<file path="config.mk">
export PLATFORM = sky130hd
export DESIGN_NAME = ring_stack_top
export DESIGN_NICKNAME = d
export VERILOG_FILES = /design/src/rtl/ring_stack_pkg.sv /design/src/rtl/ring_stack_ctrl.sv /design/src/rtl/ring_stack_store.sv /design/src/rtl/ring_stack_top.sv
export SDC_FILE = /design/constraint.sdc
export NUM_CORES = 1
export LEC_CHECK = 0
export BUFFER_PORTS_ARGS = -buffer_cell sky130_fd_sc_hd__buf_2
export CAP_MARGIN = 20
export CELL_PAD_IN_SITES_DETAIL_PLACEMENT = 0
export CELL_PAD_IN_SITES_GLOBAL_PLACEMENT = 1
export CORE_MARGIN = 1
export CORE_UTILIZATION = 30
export DETAILED_ROUTE_END_ITERATION = 7
export HOLD_SLACK_MARGIN = 0.15
export PLACE_DENSITY = 0.5
export SETUP_SLACK_MARGIN = 0.2
export SYNTH_ARGS = -nofsm -noshare
export SYNTH_HDL_FRONTEND = slang
export SYNTH_HIERARCHICAL = 1
export SYNTH_SLANG_ARGS = --single-unit
</file>
<file path="constraint.sdc">
create_clock -name clk -period 5.6 [get_ports clk]
set_input_delay 1.12 -clock clk [delete_from_list [all_inputs] [get_ports clk]]
set_output_delay 1.12 -clock clk [all_outputs]
set_load 0.02 [all_outputs]
</file>
<file path="src/rtl/ring_stack_pkg.sv">
package ring_stack_pkg;
  localparam int unsigned SLOTS   = 8;
  localparam int unsigned ENTRY_W = 13;
  localparam int unsigned IDX_W   = $clog2(SLOTS);

  // Strobes and indices handed from the pointer control to the storage
  typedef struct packed {
    logic             wrStrobe;
    logic [IDX_W-1:0] wrIdx;
    logic [IDX_W-1:0] rdIdx;
  } ringCmd_t;
endpackage

</file>
<file path="src/rtl/ring_stack_ctrl.sv">
module ring_stack_ctrl
  import ring_stack_pkg::*;
#(
  parameter int unsigned DEPTH = SLOTS
) (
  input  logic             clk,
  input  logic             rstN,
  input  logic             pushEn,
  input  logic             popEn,
  output ringCmd_t         cmd,
  output logic [IDX_W-1:0] ptrQ
);
  localparam logic [IDX_W-1:0] LAST = IDX_W'(DEPTH - 1);

  logic [IDX_W-1:0] ptrUp;
  logic [IDX_W-1:0] ptrDn;

  // wrap both ways, valid for any depth
  assign ptrUp = (ptrQ == LAST) ? '0 : ptrQ + 1'b1;
  assign ptrDn = (ptrQ == '0) ? LAST : ptrQ - 1'b1;

  // push wins over pop when both strobes are seen
  always_ff @(posedge clk) begin
    if (!rstN)       ptrQ <= '0;
    else if (pushEn) ptrQ <= ptrUp;
    else if (popEn)  ptrQ <= ptrDn;
  end

  always_comb begin
    cmd.wrStrobe = pushEn && rstN;
    cmd.wrIdx    = ptrQ;
    cmd.rdIdx    = ptrDn;
  end
endmodule

</file>
<file path="src/rtl/ring_stack_store.sv">
module ring_stack_store
  import ring_stack_pkg::*;
#(
  parameter int unsigned DEPTH = SLOTS,
  parameter int unsigned WIDTH = ENTRY_W
) (
  input  logic             clk,
  input  ringCmd_t         cmd,
  input  logic [WIDTH-1:0] wrData,
  output logic [WIDTH-1:0] rdData
);
  logic [WIDTH-1:0] slotQ [DEPTH];

  // contents have no reset by design
  for (genvar g = 0; g < DEPTH; g++) begin : gSlot
    always_ff @(posedge clk) begin
      if (cmd.wrStrobe && cmd.wrIdx == IDX_W'(g)) slotQ[g] <= wrData;
    end
  end

  assign rdData = slotQ[cmd.rdIdx];
endmodule

</file>
<file path="src/rtl/ring_stack_top.sv">
module ring_stack_top
  import ring_stack_pkg::*;
#(
  parameter int unsigned DEPTH = SLOTS,
  parameter int unsigned WIDTH = ENTRY_W
) (
  input  logic             clk,
  input  logic             rstN,
  input  logic             pushEn,
  input  logic [WIDTH-1:0] pushAddr,
  input  logic             popEn,
  output logic [WIDTH-1:0] topAddr
);
  ringCmd_t         cmd;
  logic [IDX_W-1:0] stkPtr;

  ring_stack_ctrl #(.DEPTH(DEPTH)) u_ctrl (
    .clk(clk), .rstN(rstN), .pushEn(pushEn), .popEn(popEn),
    .cmd(cmd), .ptrQ(stkPtr)
  );

  ring_stack_store #(.DEPTH(DEPTH), .WIDTH(WIDTH)) u_store (
    .clk(clk), .cmd(cmd), .wrData(pushAddr), .rdData(topAddr)
  );
endmodule

</file>
# Yosys cells after proc, flatten, opt, wreduce, memory -nomap -nowiden
# Memories as Yosys holds them, arrays and structs flattened.
# Index checks and enable logic that the tools add are counted.
# totals
reg_bits	3
latch_bits	0
ramBits	104
mem_bits_ro	0
word_cells	70
memories	1
# op_classes
addsub	2
n_mul	0
div_mod_pow	0
n_lt_le_gt_ge	0
eq_ne	7
n_shift	0
n_mux	41
bitwise	0
reduce_logical	18
# memory_table
memory	depth	width	rd	rd_clocked_by_memory_dff	write_ports	line_no	rtl
u_store.slotQ	8	13	1	0	1	ring_stack_store.sv:12	logic [WIDTH-1:0] slotQ [DEPTH];
# ops
op	n
2-to-1 mux 13 bit	7
OR reduction 13 bit	7
2-to-1 mux 3 bit	11
2-to-1 mux 1 bit	23
== test 3 bit, second input constant	4
logical AND 1 bit	9
== test 3 x 2 -> 1 bit, second input constant	2
adder 3 x 1 -> 3 bit, second input constant	1
== test 3 x 1 -> 1 bit, second input constant	1
logical NOT 3 bit	1
subtractor 3 x 1 -> 3 bit, second input constant	1
nonzero test 2 bit	1

# Depth between registers and ports, before layout
# logic_depth
word_depth	12
depth_mapped	8

# By module
# The synthesis kept the hierarchy.
# by_module_without_submodules
module	n_inst	cells_per_inst	area_each_um2	seq_area_each_um2
ring_stack_store	1	163	4055.1	3123.0
ring_stack_ctrl	1	29	244.0	60.1

# Least setup slack after synthesis
# No wires, ideal clock.
# synth_timing
path_kind	register to output
start	register u_ctrl.ptrQ[0]
end	output port topAddr[12]
arrival_ns	2.105
setup_slack_ns	2.375
stages_incl_launch_ff	9
n_path_buf	2
cell_sequence	dfxtp_1 -> inv_1 -> ha_1 -> ha_1 -> inv_1 -> clkbuf_1 -> buf_2 -> mux4_2 -> mux2_2
# synth_rtl
element	line_no	rtl
start, declared	ring_stack_ctrl.sv:11	output logic [IDX_W-1:0] ptrQ
start signal, assigned	ring_stack_ctrl.sv:25	else if (pushEn) ptrQ <= ptrUp;
start signal, assigned	ring_stack_ctrl.sv:26	else if (popEn) ptrQ <= ptrDn;
end, declared	ring_stack_top.sv:12	output logic [WIDTH-1:0] topAddr

==> flow_summary.ini <==
[clock_network]
clk_latency_ns = 0.33
cts_htree_levels = 3
clk_pin_slew_worst_paths_ns = 0.07
cts_resized = 0
cts_root_buffer = clkbuf_16
cts_buffers = 9
cts.sinks = 107
tritoncts = done
post-cts-setup-buffers = 0
cts_buffer_depth = 2
cts_hold_buf = 0

[cells_and_area]
diodes = 0
area_delta_synth_final_pct = 15.54
multi_input_area_mm2 = 0.001047
stdcell_area_mm2 = 0.004941
layout.cells.non_filler = 413
seqCellArea_mm2 = 0.003183
final_nets = 249
nFillCells = 1318
layout-drive-gt1-share_pct = 30.47

[power_and_ir_drop]
cellLeakagePower_uw = 0.001682
total_power_uw = 1721
p_per_area_mw_per_mm2 = 348.4
p_int_uw = 1307
vdd_ir_drop_max_mv = 0.1550
switching_share_pct = 24.10
p_seq_share_pct = 52.4
power_frac_comb_pct = 13.9
clkPwrFrac_pct = 33.7
net-switching-power_uw = 414.8

[setup_path]
cpMaxStageDelayCell = inv_1
critPathMaxStageDelay_ns = 0.57
crit_type = reg -> out
crit_family = buffers and inverters
cp.arrival_ns = 3.09
crit_required_ns = 4.48
crit_path_end_kind = output pin
worstPathCellList = inv_1 > ha_1 > ha_1 > inv_1 > buf_4 > mux4_2 > mux2_2 > buf_2
path_buf_inv = 4
setup.worst_path.start_class = register
r2r_slack_ns = 3.81
worstPathMaxFanout = 19

[timing]
fin_skew_ns = 0.004215
final.min_clock_period_ns = 4.208
rsz0062_at_grt = false
worst_slack_ns = 1.392
fin_crit_sh_pct = 75.14
drv_slew = 0
setup_tns_ns = 0
max_freq_mhz = 237.7
worst_pin_slew_ns = 0.9637
max_slew_margin_pct = 35.69
finalHoldViolCount = 0
finalSetupViolCount = 0

[floorplan]
die_w_um = 121.4
ioPinCount = 30
num_rows = 43
dieArea_mm2 = 0.01474
die_y_um = 121.4
start_util_pct = 30.81
core_area_mm2 = 0.01388

[synth]
synthCells = 189
synth_fp_nets = 210
syn_area_per_cell_um2 = 22.63
syn_area_mm2 = 0.004277
yosysWarnings = 6

[placement]
placed_area_mm2 = 0.004664
place_ws_ns = 1.671
portBuffers = 29
dp_hpwl_um = 4541
placed_cells = 397
place_congestion = 0.7323

[run_status]
status = finished, final reports clean

[route]
drtIter0Drc = 69
first_pass_iters = 4
vias = 1907
ant_nets = 0
viasPerCell = 4.617
routed_wl_um = 7808
wl_per_cell_um = 18.91
drc = 0

[flow_run]
max_cap_violations = 0

[global_route]
grt_max_degree = 27
grt_usage_pct = 11.88
grt_pass1_vias = 2068
overflow = 0
grt_pass1_wl_um = 12140
antenna_found_initial = 0

[hold_path]
hold_path_class = reg -> reg
## state kept, by name, summed over array words and instances, names as in the netlist
signal         count
u_ctrl/ptrQ        3
u_store/slotQ    104
## power groups by stage
stage / Combinational, uW / Clock [uW] / Sequential [uW]
floorplan: 173 / 0 / 917
global placement: 249 / 0 / 919
detailed placement: 249 / 0 / 920
CTS: 250 / 602 / 902
global route: 264 / 630 / 903
finish: 240 / 580 / 901
## through the flow
| stage | hold slack [ns] | utilization (%) |
|---|---|---|
| final | 0.6468 | 35.60 |
| after global routing | 0.7275 | 35.60 |
| after CTS | 0.6534 | 35.60 |
| after detailed placement | 0.6366 | 33.60 |
| after global placement | 0.6199 | 33.60 |
| after floorplan | 0.5609 | - |
## cell type report
type / count / area share [%]
clock inverters: 7 / 1.038
flip-flops and latches: 107 / 64.42
multi-input cells: 70 / 21.20
clock buffers: 9 / 4.558
repair buffers: 35 / 3.849
inverters: 5 / 0.3798
well taps: 180 / 4.558
## tightest hold or removal path, cell delays in order, from the launching register on
cell and delay [ns]:
dfxtp_1 0.41, a221oi_1 0.11, nor2b_1 0.10
## cell usage in the layout, fill, tap and decap left out
master     instances
and3_1             1
clkinv_1           2
nor2_1             5
dfxtp_1            3
mux2_2            13
inv_1              5
a22oi_1            1
nor3_2             1
o21ai_0            1
inv_6              2
nand2b_1           4
edfxtp_1         104
buf_4              6
nand2_1            3
ha_1               4
clkbuf_16          9
a211o_1            1
nor3b_1            1
mux4_2             2
a221oi_1           1
nor2b_1            2
and2_2             1
mux4_1            24
nor3_4             1
clkinv_4           3
a21boi_2           1
nor2_2             3
buf_2             29
## routing by layer
| layer | wire length, um | vias to the layer above | global-route usage [%] |
|---|---|---|---|
| met5 | 0 | - | 0 |
| met4 | 68 | 0 | 4.167 |
| met3 | 285 | 5 | 3.242 |
| met2 | 3866 | 35 | 19.11 |
| met1 | 3588 | 989 | 15.38 |
| li1 | - | 878 | - |
## final timing paths
path                               start                            end  cells after the start
max          u_ctrl/ptrQ[0]$_SDFFE_PN0P_                    topAddr[12]                      8
min reg2reg  u_ctrl/ptrQ[1]$_SDFFE_PN0P_    u_ctrl/ptrQ[1]$_SDFFE_PN0P_                      2
min          u_ctrl/ptrQ[1]$_SDFFE_PN0P_    u_ctrl/ptrQ[1]$_SDFFE_PN0P_                      2
max reg2reg  u_ctrl/ptrQ[2]$_SDFFE_PN0P_  u_store/slotQ[6][7]$_DFFE_PP_                      2
(Power assumes the default switching activity.)
